[config.mk]
export PLATFORM = sky130hd
export DESIGN_NAME = win_ptr_ctrl
export DESIGN_NICKNAME = d
export VERILOG_FILES = /design/src/rtl/win_ptr_pkg.sv /design/src/rtl/win_step.sv /design/src/rtl/win_status_pack.sv /design/src/rtl/win_ptr_ctrl.sv
export SDC_FILE = /design/constraint.sdc
export NUM_CORES = 1
export LEC_CHECK = 0
export BUFFER_PORTS_ARGS = -buffer_cell sky130_fd_sc_hd__buf_2
export CAP_MARGIN = 0
export CORE_ASPECT_RATIO = 0.5
export CORE_MARGIN = 5
export CORE_UTILIZATION = 30
export CTS_CLUSTER_SIZE = 28
export DETAILED_ROUTE_END_ITERATION = 7
export PLACE_DENSITY = 0.63
export SKIP_LAST_GASP = 1
export SYNTH_ARGS = -nofsm -noshare
export SYNTH_HDL_FRONTEND = slang
export SYNTH_SLANG_ARGS = --single-unit
[constraint.sdc]
create_clock -name clk -period 2.8 [get_ports clk]
set_input_delay 0 -clock clk [delete_from_list [all_inputs] [get_ports clk]]
set_output_delay 0 -clock clk [all_outputs]
set_load 0.05 [all_outputs]
[src/rtl/win_ptr_pkg.sv]
package win_ptr_pkg;
  typedef enum logic [2:0] {
    OP_SAVE    = 3'd0,
    OP_RESTORE = 3'd1,
    OP_RETT    = 3'd2,
    OP_WRSTAT  = 3'd3,
    OP_WRMASK  = 3'd4
  } win_op_e;

  typedef enum logic [1:0] {
    CAUSE_NONE = 2'd0,
    CAUSE_OVF  = 2'd1,
    CAUSE_UNF  = 2'd2,
    CAUSE_ILL  = 2'd3
  } trap_cause_e;

  typedef struct packed {
    logic [3:0] icc;
    logic       ef;
    logic [3:0] pil;
    logic       s;
    logic       ps;
    logic       et;
  } stat_flags_t;
endpackage

[src/rtl/win_step.sv]
module win_step #(
  parameter int NWIN = 8,
  parameter int PW   = 3
) (
  input  logic [PW-1:0]   cur,
  input  logic [NWIN-1:0] mask,
  output logic [PW-1:0]   dec_ptr,
  output logic [PW-1:0]   inc_ptr,
  output logic            dec_blocked,
  output logic            inc_blocked
);
  localparam int SPAN = 1 << PW;
  localparam logic [PW-1:0] LAST = PW'(NWIN - 1);

  logic [SPAN-1:0] mpad;

  generate
    if (SPAN > NWIN) begin : g_pad
      assign mpad = {{(SPAN - NWIN){1'b0}}, mask};
    end else begin : g_full
      assign mpad = mask;
    end
  endgenerate

  assign dec_ptr     = (cur == '0)   ? LAST : cur - 1'b1;
  assign inc_ptr     = (cur == LAST) ? '0   : cur + 1'b1;
  assign dec_blocked = mpad[dec_ptr];
  assign inc_blocked = mpad[inc_ptr];
endmodule

[src/rtl/win_status_pack.sv]
module win_status_pack
  import win_ptr_pkg::*;
#(
  parameter int          PW      = 3,
  parameter logic [7:0]  VERSION = 8'h31
) (
  input  stat_flags_t    flags,
  input  logic [PW-1:0]  cwp,
  output logic [31:0]    word
);
  assign word = {VERSION, flags.icc, 7'b0, flags.ef, flags.pil,
                 flags.s, flags.ps, flags.et, 5'(cwp)};
endmodule

[src/rtl/win_ptr_ctrl.sv]
module win_ptr_ctrl
  import win_ptr_pkg::*;
#(
  parameter int         NWIN    = 8,
  parameter logic [7:0] VERSION = 8'h31
) (
  input  logic            clk,
  input  logic            rst_n,
  input  logic            req_valid,
  input  logic [2:0]      req_op,
  input  logic [31:0]     req_data,
  output logic [31:0]     status_word,
  output logic [NWIN-1:0] mask_word,
  output logic            trap_valid,
  output logic [1:0]      trap_cause
);
  localparam int PW = $clog2(NWIN);
  localparam logic [PW-1:0] LAST  = PW'(NWIN - 1);
  localparam logic [5:0]    NWIN6 = 6'(NWIN);

  logic [PW-1:0]   cwp_q;
  stat_flags_t     flags_q;
  logic [NWIN-1:0] mask_q;
  logic            trap_v_q;
  logic [1:0]      trap_c_q;

  logic [PW-1:0] dec_ptr, inc_ptr;
  logic          dec_blk, inc_blk;
  logic [4:0]    wr_cwp;
  logic          wr_ok;
  logic          unused_bits;

  assign wr_cwp      = req_data[4:0];
  assign wr_ok       = {1'b0, wr_cwp} < NWIN6;
  assign unused_bits = ^{req_data[31:24], req_data[19:13]};

  win_step #(.NWIN(NWIN), .PW(PW)) u_step (
    .cur(cwp_q), .mask(mask_q), .dec_ptr(dec_ptr), .inc_ptr(inc_ptr),
    .dec_blocked(dec_blk), .inc_blocked(inc_blk)
  );

  win_status_pack #(.PW(PW), .VERSION(VERSION)) u_pack (
    .flags(flags_q), .cwp(cwp_q), .word(status_word)
  );

  always_ff @(posedge clk or negedge rst_n) begin
    if (!rst_n) begin
      cwp_q    <= '0;
      flags_q  <= '{icc: 4'h0, ef: 1'b0, pil: 4'h0, s: 1'b1, ps: 1'b0, et: 1'b0};
      mask_q   <= '0;
      trap_v_q <= 1'b0;
      trap_c_q <= CAUSE_NONE;
    end else begin
      trap_v_q <= 1'b0;
      trap_c_q <= CAUSE_NONE;
      if (req_valid) begin
        case (req_op)
          OP_SAVE: begin
            if (dec_blk) begin
              trap_v_q <= 1'b1;
              trap_c_q <= CAUSE_OVF;
            end else begin
              cwp_q <= dec_ptr;
            end
          end
          OP_RESTORE: begin
            if (inc_blk) begin
              trap_v_q <= 1'b1;
              trap_c_q <= CAUSE_UNF;
            end else begin
              cwp_q <= inc_ptr;
            end
          end
          OP_RETT: begin
            if (flags_q.et) begin
              trap_v_q <= 1'b1;
              trap_c_q <= CAUSE_ILL;
            end else begin
              flags_q.et <= 1'b1;
              if (inc_blk) begin
                trap_v_q <= 1'b1;
                trap_c_q <= CAUSE_UNF;
              end else begin
                cwp_q     <= inc_ptr;
                flags_q.s <= flags_q.ps;
              end
            end
          end
          OP_WRSTAT: begin
            if (!wr_ok) begin
              trap_v_q <= 1'b1;
              trap_c_q <= CAUSE_ILL;
            end else begin
              cwp_q   <= wr_cwp[PW-1:0];
              flags_q <= '{icc: req_data[23:20], ef: req_data[12],
                           pil: req_data[11:8], s: req_data[7],
                           ps: req_data[6], et: req_data[5]};
            end
          end
          OP_WRMASK: mask_q <= req_data[NWIN-1:0];
          default: ;
        endcase
      end
    end
  end

  assign mask_word  = mask_q;
  assign trap_valid = trap_v_q;
  assign trap_cause = trap_c_q;

  p_ptr_range_r1: assert property (@(posedge clk) disable iff (!rst_n)
    cwp_q <= LAST);

  p_save_step_r1: assert property (@(posedge clk) disable iff (!rst_n)
    (req_valid && req_op == OP_SAVE && !dec_blk) |=>
      (cwp_q == (($past(cwp_q) == '0) ? LAST : $past(cwp_q) - 1'b1)));

  p_restore_step_r2: assert property (@(posedge clk) disable iff (!rst_n)
    (req_valid && req_op == OP_RESTORE && !inc_blk) |=>
      (cwp_q == (($past(cwp_q) == LAST) ? '0 : $past(cwp_q) + 1'b1)));

  p_blocked_hold_r3: assert property (@(posedge clk) disable iff (!rst_n)
    (req_valid && ((req_op == OP_SAVE && dec_blk) ||
                   (req_op == OP_RESTORE && inc_blk))) |=>
      ($stable(cwp_q) && trap_v_q));

  p_rett_twice_r4: assert property (@(posedge clk) disable iff (!rst_n)
    (req_valid && req_op == OP_RETT && flags_q.et) |=>
      (trap_v_q && trap_c_q == CAUSE_ILL && $stable(cwp_q) && $stable(flags_q)));

  p_rett_enable_r5: assert property (@(posedge clk) disable iff (!rst_n)
    (req_valid && req_op == OP_RETT) |=> flags_q.et);

  p_bad_write_r6: assert property (@(posedge clk) disable iff (!rst_n)
    (req_valid && req_op == OP_WRSTAT && !wr_ok) |=>
      ($stable(cwp_q) && $stable(flags_q) && trap_c_q == CAUSE_ILL));

  p_trap_origin_r9: assert property (@(posedge clk) disable iff (!rst_n)
    trap_v_q |-> $past(req_valid));

  p_quiet_cause_r9: assert property (@(posedge clk) disable iff (!rst_n)
    !trap_v_q |-> (trap_c_q == CAUSE_NONE));
endmodule

==> qor.yml, run 1 <==
postSynthCellCount: 143
rr_startpoint: "cwp_q[1]"
r2r-end: "cwp_q[0]"
worstHoldStart: "req_valid"
crit_fanout: 5
diodes: 0
htree_num_levels: 1
p_seq_share_pct: 27.1
coreArea_sq_um: 4980
clock_latency_ps: 280
cp.arrival_ps: 2640
finalWorstPathRequiredPeriod_ps: 2430
setup_violations: 0
port_buffers: 48
whs_path_depth: 3
clockBufferDepth: 2
wl_per_cell_um: 13.3
grt_start_max_net_pins: 27
clock_sinks: 26
synthTopCellsByCount: "25 x dfrtp_1, 18 x buf_4, 18 x mux2_2, 9 x a21oi_1, 8 x nor2_1"
finalHoldViolations: 0
swShare_pct: 47.9
synth_top_flop_cell: "dfrtp_1"
synth_top_area_share_pct: 40.3
grt_pass1_vias: 1269
gp_congestion: 0.854
cts_tree: "built"
r2r_cells: 7
status: "finished, final reports clean"
wirelength_mm: 3.65
utilization_pct: 40.7
antenna_left: 0
track_usage_pct: 11.1
antenna_found_initial: 0
power.density_nw_per_um2: 970
ff2ff_setup_slack_ps: 370
vias_per_cell: 4.53
start_util_pct: 31.2
die_w_um: 112
rsz0062_at_grt: "no"
nFillCells: 496
rows: 18
dr.pass1.iters: 4
die_h_um: 60.9
clock_skew_ps: 10.2
drv_cap: 0
crit_path_start_kind: "register"
maxSlewHeadroom_pct: 60.6
syn_to_final_growth_pct: 30.6
regArea_sq_um: 652
drtIter0Drc: 53
fmax_mhz: 412
drc: 0
drive_above_1_share_pct: 38.0
p_int_uw: 1030
hold_path_end: "flags_q[2]"
timing.final.ws_setup_ps: 371
design.die.area_sq_um: 6800
numCtsBuffers: 3
synth_area_sq_um: 1550
hpwl_mm: 2.69
p_leak_uw: 0.000996
overflow: 0
place_ws_ps: 421
ir_worst_vdd_mv: 0.264
synth-edff-count: 0
tns_ps: 0
p_clk_share_pct: 16.1
switching_power_uw: 941
async_reset_ff_share_pct: 100
criticalPathCategory: "reg2reg"
period_share_pct: 86.7
synth_most_common_cell: "dfrtp_1"
vias: 1247
cp-end-kind: "register"
p_comb_share_pct: 56.7
tightest_slew_ps: 591
multiInputGateArea_sq_um: 771
hold_class: "in2reg"
ys_seq_area_share_pct: 42.0
layout.nets: 248
synth-seq-cells: 26
grt_pass1_wl_mm: 6.04
synth_area_leaders: "dfrtp_1 40%, mux2_2 13%, buf_4 8.7%"
crit_required_ps: 3010
ios: 81
ys_types: 37
yosysWarnings: 0
yosysTopAreaCell: "dfrtp_1"
syn_area_per_cell_sq_um: 10.9
finalMaxSlewViolations: 0
clkTransAtPathRegs_ps: 100
root_buffer: "clkbuf_8"
total_power_uw: 1970
[power by group through the flow]
stage	logic (uW)	clock network, uW	registers, uW
6_report	1120	317	534
3_3_place_gp	1070	0	535
5_1_grt	1200	335	548
2_1_floorplan	582	0	849
4_1_cts	1110	327	535
3_5_place_dp	1080	0	541
[flip-flops by register name, summed over array words and instances (netlist names)]
name / cells
cwp_q: 3
flags_q: 12
mask_word: 8
trap_cause: 2
trap_valid: 1
[per-layer routing]
| layer | track usage [%] | wire [um] |
|---|---|---|
| met1 | 12.7 | 1430 |
| met2 | 21.0 | 1900 |
| met3 | 1.79 | 237 |
| met4 | 5.37 | 75 |
| met5 | 0 | 0 |
[kinds of logic after synthesis]
| logic type | Yosys count | synth area share [%] |
|---|---|---|
| muxes | 26 | 19.0 |
| AOI/OAI and AO/OA | 27 | 12.3 |
| DFF | 26 | 42.0 |
| other | 2 | 0.484 |
| adders and majority gates | 4 | 3.22 |
| xor gates and xnor gates | 1 | 0.564 |
| buffers and inverters | 29 | 12.0 |
| and+or+nand+nor | 28 | 10.4 |
[layout by cell type, fill, tap and decap left out, types with 2 or more instances in the layout]
master and count:
mux2_2 18, o22ai_1 3, buf_2 48, conb_1 17, clkbuf_8 3, a211o_1 2, nor2b_1 3, nor2_1 8
dlygate4sd3_1 18, inv_1 5, a21boi_0 2, mux2i_1 7, nor3_1 2, dfrtp_1 25, o21ai_0 2, a21oi_1 9
nor3b_1 2, ha_1 4, and3_1 4, nand2_1 5
[critical path, stage by stage, from the launching register on]
cell and delay, ps:
dfrtp_1 410, ha_1 200, ha_1 400, mux4_2 560
a22oi_2 210, o31ai_2 120, nor3_4 230, mux2i_1 230
[through the flow]
stage / std cells / hold WS, ps / cell area, sq um
floorplan: 158 / -296 / 1610
global placement: 253 / 31.8 / 1780
detailed placement: 253 / 54.0 / 1780
CTS: 275 / 44.6 / 2030
global route: 275 / 70.2 / 2030
finish: 275 / 49.8 / 2030
[cell type report]
class                      count  share of cell area, %
clock buffer                   3                   2.04
clock inverter                 1                   1.48
inverter                       5                  0.925
multi-input combinational    103                   38.0
sequential                    26                   32.1
tap                           70                   4.32
timing repair buffer          67                   21.1
[how the worst max path moves through the flow]
stage | startpoint | endpoint | slack [ps] | depth (start not counted)
finish | cwp_q[1] | cwp_q[0] | 370 | 7
global route | cwp_q[1] | cwp_q[0] | 220 | 7
CTS | cwp_q[1] | cwp_q[1] | 380 | 7
detailed placement | cwp_q[1] | cwp_q[1] | 420 | 7
global placement | cwp_q[1] | cwp_q[0] | 450 | 7
floorplan | cwp_q[0] | cwp_q[0] | 360 | 7
[timing repair]
action,CTS,global route
endpoints found under the hold margin,43,0
gates resized for setup,0,0
buffers inserted,0,0
hold buffers,18,0
Power figures use the tool's default switching activity.
==> run 2: changes to the inputs <==
- CORE_UTILIZATION: 30 -> 45
- PLACE_DENSITY: 0.63 -> 0.86
==> run 2 against run 1 <==
Compared with the run above:
- the run now ends with negative hold slack left
- clock skew fell by 3.7 ps
- global-route usage rose by 4.0 points
- routed wire length shrank 4.9%
- sequential share of layout area up 0.86 points
- critical path depth did not move
- register-to-register slack got worse by 130 ps
- setup slack worse by 130 ps
- die area fell by 29%
- cell count fell by 11%
- largest power group unchanged
==> qor.yml, run 2 (same netlist as run 1, synthesis figures left out) <==
grt_pass1_wl_mm: 5.66
routed.top_layer: "met4"
fmax_mhz: 390
ir_worst_vdd_mv: 0.491
maxSlewHeadroom_pct: 62.4
nFillCells: 272
numCtsBuffers: 3
clkTransAtPathRegs_ps: 90
finalWorstPathRequiredPeriod_ps: 2560
violations: "negative hold slack"
largest_reg_flops: 12
vias_per_cell: 5.21
clock_skew_ps: 6.57
dr_wl_met2_mm: 1.79
grt_start_max_net_pins: 27
wl_per_cell_um: 14.2
fin_hold_ws_ps: -0.0168
p_leak_uw: 0.000987
grt_pass1_vias: 1293
wl_met3_um: 273
drv_cap: 0
die_h_um: 51.5
track_usage_pct: 15.0
vias: 1277
final_cell_mix: "48 x buf_2, 25 x dfrtp_1, 18 x mux2_2"
crit_path_start_kind: "register"
die_w_um: 93.1
syn_to_final_growth_pct: 27.2
diodes: 0
final_common_cell: "buf_2"
drc: 0
port_buffers: 48
hold_class: "in2reg"
antenna_left: 0
crit_fanout: 11
status: "finished, violations left"
clockBufferDepth: 2
finalMaxSlewViolations: 0
gp_congestion: 0.853
tns_ps: 0
root_buffer: "clkbuf_8"
rows: 15
cts_setup_buffers: 0
coreArea_sq_um: 3380
clock_latency_ps: 270
period_share_pct: 91.6
power.density_nw_per_um2: 986
ios: 81
overflow: 0
dr.pass1.iters: 4
cp-end-kind: "register"
setup_violations: 0
drtIter0Drc: 124
design.die.area_sq_um: 4800
layout.nets: 246
rsz0062_at_grt: "no"
crit_required_ps: 3000
finalHoldViolations: 1
start_util_pct: 46.0
hpwl_mm: 2.61
drive_above_1_share_pct: 37.9
regMostFlops: "flags_q"
cp.arrival_ps: 2760
htree_num_levels: 1
antenna_found_initial: 0
met1Wirelength_mm: 1.31
clock_sinks: 26
cts_tree: "built"
criticalPathCategory: "reg2reg"
wirelength_mm: 3.47
tightest_slew_ps: 564
-- run 2: changes by cell type in the layout (fill, tap and decap cells not counted) --
cell / change
buf_4: -1
dlygate4sd3_1: -1
-- run 2: path summary, 6_finish.rpt --
kind,depth (start not counted),slack [ps],startpoint,endpoint
worst max-delay path,7,240,cwp_q[0],cwp_q[0]
worst min-delay path,2,-0.02,req_data[5],mask_word[5]
worst max register to register,7,240,cwp_q[0],cwp_q[0]
worst min register to register,2,490,flags_q[2],flags_q[2]
max in group asynchronous,2,2170,rst_n,mask_word[6]
min in group asynchronous,2,240,rst_n,trap_cause[0]
-- run 2: metal layers --
layer | global-route usage [%] | vias up
li1 | - | 594
met1 | 15.8 | 611
met2 | 28.5 | 62
met5 | 0 | -
met3 | 3.90 | 10
met4 | 7.54 | 0
-- run 2: per-stage QoR --
stage | cell area (sq um) | util (%) | power [uW] | std cells | setup slack (ps)
global placement | 1730 | 51.3 | 1580 | 224 | 345
CTS | 1980 | 58.5 | 1950 | 245 | 242
global route | 1980 | 58.5 | 2060 | 245 | 78.0
floorplan | 1610 | - | 1430 | 158 | 359
finish | 1980 | 58.5 | 1950 | 245 | 237
detailed placement | 1730 | 51.3 | 1620 | 224 | 270
-- run 2: layout make-up --
class / count / area, sq um / share of cell area (%)
multi-input combinational: 103 / 771 / 39.0
timing repair buffer: 65 / 410 / 20.8
clock buffer: 3 / 41.3 / 2.09
inverter: 5 / 18.8 / 0.950
sequential: 26 / 652 / 33.0
tap: 42 / 52.6 / 2.66
clock inverter: 1 / 30.0 / 1.52
-- run 2: power by group --
group,internal [uW],switching [uW]
clock network,191,120
registers,468,89.2
logic,355,725
total,1010,934
-- run 2: critical path, stage by stage (launching register included) --
cell and delay [ps]:
dfrtp_1 530, ha_1 280, ha_1 380, mux4_2 530, a22oi_2 200, o31ai_2 120, nor3_4 230, mux2i_1 220
-- run 2: repair_timing --
| item | 4_1_cts | 5_1_grt |
|---|---|---|
| resized for setup | 0 | 0 |
| hold buffers | 17 | 0 |
| hold endpoints to repair | 42 | 0 |
==> run 3: changes to the inputs <==
- REMOVE_ABC_BUFFERS: not set -> 1
- SETUP_SLACK_MARGIN: not set -> 0.3
==> run 3 against run 2 <==
Compared with the run above:
- non-clock buffer count increased by 5
- final area increased by 2.9%
- highest routed layer unchanged
- clock-buffer cell count unchanged
- setup slack improved by 150 ps
- sequential share of layout area decreased by 0.85 points
- register-to-register slack improved by 150 ps
- global-route usage increased by 0.34 points
- critical path depth unchanged
- the flow now finishes without violations
- hold slack improved by 60 ps
- combinational power increased by 11%
- largest power group unchanged
==> qor.yml, run 3 (same netlist as run 1, synthesis figures left out) <==
status: "finished, final reports clean"
cp.arrival_ps: 2600
ff2ff_setup_slack_ps: 380
ir_worst_vdd_mv: 0.378
tightest_slew_ps: 571
drive_above_1_share_pct: 40.4
criticalPathCategory: "reg2reg"
clkTransAtPathRegs_ps: 90
hpwl_mm: 2.45
track_usage_pct: 15.4
whs_path_depth: 3
gp_congestion: 0.852
finalMaxSlewViolations: 0
grt_start_max_net_pins: 27
path_buf_inv: 0
syn_to_final_growth_pct: 30.9
power.density_nw_per_um2: 1010
clockBufferDepth: 2
rsz0062_at_grt: "no"
clock_latency_ps: 270
drc: 0
ios: 81
wl_per_cell_um: 14.3
place_ws_ps: 289
startpoint: "cwp_q[0]"
grt_pass1_wl_mm: 5.78
path_cells: "ha_2 -> ha_4 -> mux4_2 -> a22oi_2 -> o31ai_2 -> nor3_4 -> mux2i_1"
rows: 15
crit_fanout: 5
clock_skew_ps: 3.01
cp-end-kind: "register"
finalHoldViolations: 0
fin_hold_ws_ps: 60.4
diodes: 0
final_common_cell: "buf_2"
grt_pass1_vias: 1237
vias_per_cell: 4.99
overflow: 0
wirelength_mm: 3.56
r2r_cells: 7
coreArea_sq_um: 3380
drv_cap: 0
antenna_found_initial: 0
finalWorstPathRequiredPeriod_ps: 2420
tns_ps: 0
period_share_pct: 86.3
setup_violations: 0
layout.nets: 251
dr.pass1.iters: 4
htree_num_levels: 1
antenna_left: 0
crit_required_ps: 2990
fmax_mhz: 414
worstHoldStart: "req_valid"
r2r-end: "cwp_q[0]"
timing.final.ws_setup_ps: 384
nFillCells: 251
slowest_delay_ps: 510
die_h_um: 51.5
regMostFlops: "flags_q"
drtIter0Drc: 121
final_cell_mix: "48 x buf_2, 24 x dfrtp_1, 18 x mux2_2, 18 x dlygate4sd3_1, 17 x conb_1"
vias: 1247
clock_sinks: 26
design.die.area_sq_um: 4800
die_w_um: 93.1
hold_class: "in2reg"
p_leak_uw: 0.00101
largest_reg_flops: 12
port_buffers: 48
maxSlewHeadroom_pct: 61.9
path_delay_family: "multiplexers"
slowest_stage: "mux4_2"
numCtsBuffers: 3
root_buffer: "clkbuf_8"
hold_path_end: "flags_q[2]"
start_util_pct: 46.0
rr_startpoint: "cwp_q[0]"
crit_path_start_kind: "register"
cts_tree: "built"
-- run 3: changes by cell type in the layout (fill, tap and decap cells not counted) --
cell	change
buf_4	+4
dfrtp_2	+1
dfrtp_1	-1
ha_2	+1
dlygate4sd3_1	+1
ha_4	+1
ha_1	-2
-- run 3: worst max-delay path by stage --
| stage | end | cells past startpoint |
|---|---|---|
| finish | cwp_q[0] | 7 |
| global route | cwp_q[0] | 7 |
| CTS | cwp_q[0] | 7 |
| detailed placement | cwp_q[0] | 7 |
| global placement | cwp_q[2] | 7 |
| floorplan | cwp_q[0] | 7 |
-- run 3: tightest hold or removal path, stage by stage --
cell and delay, ps:
buf_2 140, o2111ai_1 90, o21ai_0 90
-- run 3: metal layers --
| layer | share of wire, % | global-route usage (%) |
|---|---|---|
| met5 | 0 | 0 |
| met4 | 0.90 | 2.68 |
| met3 | 5.2 | 3.32 |
| met2 | 53 | 30.6 |
| met1 | 41 | 17.3 |
-- run 3: report_power, final --
part	switching (uW)	internal (uW)	leakage, uW
Combinational	759	439	0.000651
Clock	116	191	0.0000357
Sequential	72.2	470	0.000321
Total	947	1100	0.00101
-- run 3: repair_timing --
action / 4_1_cts / 5_1_grt
resized for setup: 2 / 2
pin swaps: 0 / 3
hold endpoints to repair: 43 / 0
setup endpoints to repair: 3 / 3
setup buffers: 0 / 4
hold buffers: 18 / 0
-- run 3: layout make-up --
class / count / area (sq um) / area share (%)
flip-flops and latches: 26 / 653 / 32.1
well taps: 42 / 52.6 / 2.59
clock inverters: 1 / 30.0 / 1.48
inverters: 5 / 18.8 / 0.924
multi-input cells: 103 / 786 / 38.7
clock buffers: 3 / 41.3 / 2.03
repair buffers: 70 / 450 / 22.2
-- run 3: metrics by stage --
step / instance area [sq um] / util [%] / power [uW] / instances
global placement: 1730 / 51.3 / 1580 / 224
floorplan: 1440 / - / 1380 / 134
finish: 2030 / 60.1 / 2050 / 250
CTS: 1990 / 58.9 / 1950 / 246
global route: 2030 / 60.1 / 2160 / 250
detailed placement: 1730 / 51.3 / 1610 / 224
